--- src/rtl/sc_shift_pkg.sv ---
package sc_shift_pkg;

  typedef struct packed {
    logic carry;
    logic ovf;
    logic sticky_ovf;
    logic adv;
    logic sticky_adv;
  } sc_flags_t;

  function automatic int sc_cnt_width(input int data_w);
    return $clog2(data_w) + 1;
  endfunction

endpackage

--- src/rtl/sc_shift_core.sv ---
module sc_shift_core #(
  parameter int DATA_W = 32,
  parameter int CNT_W  = 6
) (
  input  logic [DATA_W-1:0] data,
  input  logic [CNT_W-1:0]  count,
  input  logic              arith,
  output logic [DATA_W-1:0] result,
  output logic [CNT_W-1:0]  mag,
  output logic              go_left
);
  localparam int STAGES = CNT_W;

  logic                          fill;
  logic [STAGES:0][DATA_W-1:0]   lv;
  logic [STAGES:0][DATA_W-1:0]   rv;

  assign go_left = ~count[CNT_W-1];
  assign mag     = go_left ? count : (~count + {{(CNT_W-1){1'b0}}, 1'b1});
  assign fill    = arith & data[DATA_W-1];

  assign lv[0] = data;
  assign rv[0] = data;

  for (genvar k = 0; k < STAGES; k++) begin : g_stage
    localparam int SH = 1 << k;
    if (SH < DATA_W) begin : g_part
      assign lv[k+1] = mag[k] ? {lv[k][DATA_W-1-SH:0], {SH{1'b0}}} : lv[k];
      assign rv[k+1] = mag[k] ? {{SH{fill}}, rv[k][DATA_W-1:SH]} : rv[k];
    end else begin : g_full
      assign lv[k+1] = mag[k] ? '0 : lv[k];
      assign rv[k+1] = mag[k] ? {DATA_W{fill}} : rv[k];
    end
  end

  assign result = go_left ? lv[STAGES] : rv[STAGES];

endmodule

--- src/rtl/sc_flag_calc.sv ---
module sc_flag_calc #(
  parameter int DATA_W = 32,
  parameter int CNT_W  = 6
) (
  input  logic [DATA_W-1:0] data,
  input  logic [CNT_W-1:0]  mag,
  input  logic              go_left,
  input  logic [DATA_W-1:0] result,
  output logic              carry,
  output logic              ovf,
  output logic              adv
);
  localparam logic [DATA_W-1:0] ONES    = '1;
  localparam logic [DATA_W-1:0] POS_MAX = {1'b0, {(DATA_W-1){1'b1}}};
  localparam logic [DATA_W-1:0] NEG_MIN = {1'b1, {(DATA_W-1){1'b0}}};

  logic [DATA_W-1:0]        out_mask;
  logic signed [DATA_W-1:0] hi_lim;
  logic signed [DATA_W-1:0] lo_lim;
  logic signed [DATA_W-1:0] sdata;

  // bits leaving the word: top mag bits on a left shift, low mag bits on a right shift
  assign out_mask = go_left ? ~(ONES >> mag) : ~(ONES << mag);
  assign carry    = |(data & out_mask);

  assign sdata  = $signed(data);
  assign hi_lim = $signed(POS_MAX) >>> mag;
  assign lo_lim = $signed(NEG_MIN) >>> mag;
  assign ovf    = go_left & ((sdata > hi_lim) | (sdata < lo_lim));

  assign adv = result[DATA_W-1] ^ result[DATA_W-2];

endmodule

--- src/rtl/sc_flag_reg.sv ---
module sc_flag_reg
  import sc_shift_pkg::*;
(
  input  logic      clk,
  input  logic      rst,
  input  logic      upd,
  input  logic      carry_n,
  input  logic      ovf_n,
  input  logic      adv_n,
  output sc_flags_t flags
);

  always_ff @(posedge clk) begin
    if (rst) begin
      flags <= '0;
    end else if (upd) begin
      flags.carry      <= carry_n;
      flags.ovf        <= ovf_n;
      flags.sticky_ovf <= flags.sticky_ovf | ovf_n;
      flags.adv        <= adv_n;
      flags.sticky_adv <= flags.sticky_adv | adv_n;
    end
  end

  assert_flags_hold_R9: assert property (@(posedge clk) disable iff (rst)
    !upd |=> $stable(flags));
  assert_sticky_ovf_keep_R4: assert property (@(posedge clk) disable iff (rst)
    flags.sticky_ovf |=> flags.sticky_ovf);
  assert_ovf_in_sticky_R4: assert property (@(posedge clk) disable iff (rst)
    flags.ovf |-> flags.sticky_ovf);
  assert_sticky_adv_keep_R8: assert property (@(posedge clk) disable iff (rst)
    flags.sticky_adv |=> flags.sticky_adv);
  assert_adv_in_sticky_R8: assert property (@(posedge clk) disable iff (rst)
    flags.adv |-> flags.sticky_adv);

endmodule

--- src/rtl/sc_shift_top.sv ---
module sc_shift_top
  import sc_shift_pkg::*;
#(
  parameter int DATA_W = 32,
  parameter int CNT_W  = sc_cnt_width(DATA_W)
) (
  input  logic              clk,
  input  logic              rst,
  input  logic              in_valid,
  input  logic              arith_mode,
  input  logic [DATA_W-1:0] in_data,
  input  logic [CNT_W-1:0]  in_count,
  output logic [DATA_W-1:0] out_data,
  output logic              flag_carry,
  output logic              flag_ovf,
  output logic              flag_sticky_ovf,
  output logic              flag_adv_ovf,
  output logic              flag_sticky_adv
);

  logic [DATA_W-1:0] shifted;
  logic [CNT_W-1:0]  mag;
  logic              go_left;
  logic              carry_n, ovf_n, adv_n;
  sc_flags_t         flags;

  sc_shift_core #(.DATA_W(DATA_W), .CNT_W(CNT_W)) u_core (
    .data(in_data), .count(in_count), .arith(arith_mode),
    .result(shifted), .mag(mag), .go_left(go_left)
  );

  sc_flag_calc #(.DATA_W(DATA_W), .CNT_W(CNT_W)) u_calc (
    .data(in_data), .mag(mag), .go_left(go_left), .result(shifted),
    .carry(carry_n), .ovf(ovf_n), .adv(adv_n)
  );

  sc_flag_reg u_flags (
    .clk(clk), .rst(rst), .upd(in_valid & arith_mode),
    .carry_n(carry_n), .ovf_n(ovf_n), .adv_n(adv_n), .flags(flags)
  );

  always_ff @(posedge clk) begin
    if (rst)           out_data <= '0;
    else if (in_valid) out_data <= shifted;
  end

  assign flag_carry      = flags.carry;
  assign flag_ovf        = flags.ovf;
  assign flag_sticky_ovf = flags.sticky_ovf;
  assign flag_adv_ovf    = flags.adv;
  assign flag_sticky_adv = flags.sticky_adv;

  assert_idle_hold_R10: assert property (@(posedge clk) disable iff (rst)
    !in_valid |=> $stable(out_data));
  assert_zero_pass_R7: assert property (@(posedge clk) disable iff (rst)
    (in_valid && arith_mode && in_count == '0)
      |=> (out_data == $past(in_data)) && !flag_carry && !flag_ovf);
  assert_right_no_ovf_R5: assert property (@(posedge clk) disable iff (rst)
    (in_valid && arith_mode && in_count[CNT_W-1]) |=> !flag_ovf);
  assert_adv_match_R8: assert property (@(posedge clk) disable iff (rst)
    (in_valid && arith_mode) |=> flag_adv_ovf == (out_data[DATA_W-1] ^ out_data[DATA_W-2]));

endmodule

--- config.mk ---
export PLATFORM = sky130hd
export DESIGN_NAME = sc_shift_top
export DESIGN_NICKNAME = d
export VERILOG_FILES = /design/src/rtl/sc_shift_pkg.sv /design/src/rtl/sc_shift_core.sv /design/src/rtl/sc_flag_calc.sv /design/src/rtl/sc_flag_reg.sv /design/src/rtl/sc_shift_top.sv
export SDC_FILE = /design/constraint.sdc
export NUM_CORES = 1
export LEC_CHECK = 0
export ABC_AREA = 1
export BUFFER_PORTS_ARGS = -buffer_cell sky130_fd_sc_hd__buf_2
export CAP_MARGIN = 20
export CELL_PAD_IN_SITES_DETAIL_PLACEMENT = 1
export CELL_PAD_IN_SITES_GLOBAL_PLACEMENT = 2
export CORE_MARGIN = 2
export CORE_UTILIZATION = 30
export DETAILED_ROUTE_END_ITERATION = 12
export PLACE_DENSITY = 0.89
export SYNTH_ARGS = -nofsm -noshare
export SYNTH_HDL_FRONTEND = slang
export SYNTH_SLANG_ARGS = --single-unit
export TNS_END_PERCENT = 50
--- constraint.sdc ---
create_clock -name clk -period 7.13 [get_ports clk]
set_input_delay 1.426 -clock clk [delete_from_list [all_inputs] [get_ports clk]]
set_output_delay 1.426 -clock clk [all_outputs]
set_load 0.05 [all_outputs]
==> results.sh <==
export IMPL_drt_iter0_drc=661
export IMPL_avgSynthCellArea_sq_um=5.46
export IMPL_grt_max_degree=85
export IMPL_timing_final_hold_violations=0
export IMPL_num_io_pins=79
export IMPL_hold_path_endpoint="u_flags.flags[0]"
export IMPL_cp_required_ns=7.30
export IMPL_final_common_cell="nand2_1"
export IMPL_netlist_instances=1326
export IMPL_insertion_delay_ns=0.28
export IMPL_cts_setup_buffers=0
export IMPL_arrival_ns=5.50
export IMPL_cts_resized_gates=0
export IMPL_die_area_sq_um=25400
export IMPL_hold_buffers=0
export IMPL_worstSetupPathType="in2reg"
export IMPL_syn_area_sq_um=7240
export IMPL_power_density_nw_per_um2=151
export IMPL_final_cell_mix="nand2_1, o21ai_0, inv_1"
export IMPL_synth_edf_count=0
export IMPL_drt_total_wl_microns=31900
export IMPL_vias=9056
export IMPL_setup_viol=0
export IMPL_cts_path_max_buffers=2
export IMPL_finish_utilization_pct=32.9
export IMPL_avgViaCountPerCell=5.46
export IMPL_async_flop_share_pct=0
export IMPL_cts_tree="built"
export IMPL_syn2layout_area_growth_pct=7.27
export IMPL_gp_congestion=0.928
export IMPL_cts_max_level=2
export IMPL_cp_slowest_cell="inv_1"
export IMPL_cp_slowest_stage_delay_ns=0.71
export IMPL_rows=56
export IMPL_tns_ns=0
export IMPL_portBuffers=78
export IMPL_synth_cell_types=42
export IMPL_dp_hpwl_microns=25000
export IMPL_clk_pin_slew_ns=0.05
export IMPL_crit_path_end_kind="flop"
export IMPL_dp_slack_ns=1.50
export IMPL_drive_above_1_share_pct=9.56
export IMPL_grt_usage_pct=24.7
export IMPL_ys_ff_latch=37
export IMPL_drc_errors=0
export IMPL_cts_buffers=5
export IMPL_cp_max_fo=23
export IMPL_drt_first_pass_iters=5
export IMPL_syn_nets=1433
export IMPL_fin_skew_ns=0
export IMPL_worst_r2r_setup_slack_ns=6.41
export IMPL_fmaxAchievable_ghz=0.188
export IMPL_grt_remaining_overflow=0
export IMPL_rr_endpoint="out_data[26]"
export IMPL_seq_area_frac_synth_pct=10.2
export IMPL_startpoint_type="input port"
export IMPL_layout_setup_ws_ns=1.80
export IMPL_reg2regPathDepth=2
export IMPL_initial_core_util_pct=30.7
export IMPL_r2r_start="out_data[26]"
export IMPL_min_path_cells=2
export IMPL_antenna_found_initial=0
export IMPL_leakage_nw=3.96
export IMPL_tightest_slew_ns=1.16
export IMPL_die_y_microns=159
export IMPL_nets=1445
export IMPL_drv_slew=0
export IMPL_ctsRootBufferMaster="clkbuf_16"
export IMPL_ant_nets=0
export IMPL_rsz0062_at_grt="false"
export IMPL_timing_final_crit_period_ns=5.33
export IMPL_ir_drop_mv=0.0870
export IMPL_maxCapViolations=0
export IMPL_fillers=3332
export IMPL_wl_per_cell_microns=19.2
export IMPL_n_antenna_cell=0
export IMPL_die_width_microns=159
export IMPL_worstHoldStart="u_flags.flags[0]"
export IMPL_timing_final_crit_share_pct=74.8
export IMPL_clock_sinks=37
export IMPL_grt_pass1_vias=9080
export IMPL_grt_pass1_wl_microns=49900
export IMPL_synth_warnings=0
export IMPL_status="completed"
export IMPL_slew_headroom_pct=22.6
export IMPL_hp_class="reg2reg"
export IMPL_core_sq_um=23600
export IMPL_cp_cell_sequence="buf_2 -> inv_2 -> ha_1 -> nand2_1 -> nand3_1 -> nand2_1 -> inv_1 -> nand3_1 -> nor2_1 -> inv_1 -> ha_1 -> nand2_1 -> inv_1 -> nand4_1 -> nor4_1 -> nand4_1 -> nand2_1 -> nor2_1 -> nor2_1 -> nor2_1"
export IMPL_ys_flop_type="dfxtp_1"
-- metal layers --
metal	vias to the layer above	GRT usage [%]	part of all wire, %
li1	4404	-	-
met3	80	2.92	5.0
met2	283	42.0	46
met1	4289	31.4	44
met5	-	0	0
met4	0	11.2	5.3
-- final cells by class --
cell class / instances / area [sq um] / share of cell area, %
inverter: 119 / 449 / 5.78
sequential: 37 / 741 / 9.54
clock buffer: 6 / 139 / 1.79
multi-input combinational: 1088 / 5570 / 71.7
timing repair buffer: 87 / 458 / 5.90
clock inverter: 2 / 13.8 / 0.177
tap: 319 / 399 / 5.14
-- power by group --
group,switching (mW),internal [mW],total (mW)
Clock,0.0830,0.139,0.222
Sequential,0.00738,0.224,0.231
Combinational,0.521,0.196,0.718
Total,0.612,0.559,1.17
-- state kept, by name, indices dropped and copies added, names as in the netlist --
register and count:
u_flags.flags 5, out_data 32
-- worst max-delay path by stage --
| stage | startpoint | endpoint | slack, ns |
|---|---|---|---|
| after floorplan | in_count[0] | u_flags.flags[2] | 3.04 |
| after global placement | in_count[0] | u_flags.flags[3] | 1.67 |
| after detailed placement | in_count[0] | u_flags.flags[3] | 1.50 |
| after CTS | in_count[0] | u_flags.flags[3] | 1.77 |
| after global routing | in_count[0] | u_flags.flags[3] | 1.37 |
| final | in_count[0] | u_flags.flags[3] | 1.80 |
-- Yosys cell counts, types with 6 or more instances --
master | instances | area share [%]
buf_4 | 19 | 2.0
o21a_1 | 10 | 1.0
inv_1 | 112 | 5.8
o211ai_1 | 10 | 1.0
nand3_1 | 111 | 7.7
o21ai_1 | 29 | 2.0
buf_2 | 33 | 2.3
mux2i_1 | 9 | 1.2
clkbuf_1 | 18 | 0.93
nand4_1 | 8 | 0.69
o21ai_0 | 185 | 13
nor2_1 | 86 | 4.5
inv_2 | 6 | 0.31
buf_6 | 9 | 1.4
a21oi_1 | 86 | 5.9
a31oi_1 | 15 | 1.3
dfxtp_1 | 37 | 10
ha_1 | 65 | 11
nand2_1 | 425 | 22
-- metrics by stage --
| stage | total power, mW | std cells | hold slack, ns | cell area, sq um |
|---|---|---|---|---|
| after floorplan | 0.745 | 1326 | 0.668 | 7240 |
| after global placement | 0.932 | 1650 | 0.440 | 7610 |
| after detailed placement | 0.943 | 1650 | 0.445 | 7610 |
| after CTS | 1.17 | 1658 | 0.453 | 7770 |
| after global routing | 1.27 | 1658 | 0.466 | 7770 |
| final | 1.17 | 1658 | 0.449 | 7770 |
-- kinds of logic (layout without fill, tap and decap cells) --
family / count (synthesis) / count (layout) / share of synthesized area, %
mux: 9 / 9 / 1.24
simple gates: 664 / 664 / 38.4
fa+ha+maj: 65 / 65 / 11.2
flops: 37 / 37 / 10.2
buf+inv: 201 / 214 / 12.9
compound gates: 350 / 350 / 26.0
-- worst max-delay path: cells and delay by family --
| family | cells | cell delay [ns] |
|---|---|---|
| fa+ha+maj | 2 | 0.54 |
| buf+inv | 5 | 1.20 |
| simple gates | 13 | 2.32 |
(Power assumes the default switching activity.)
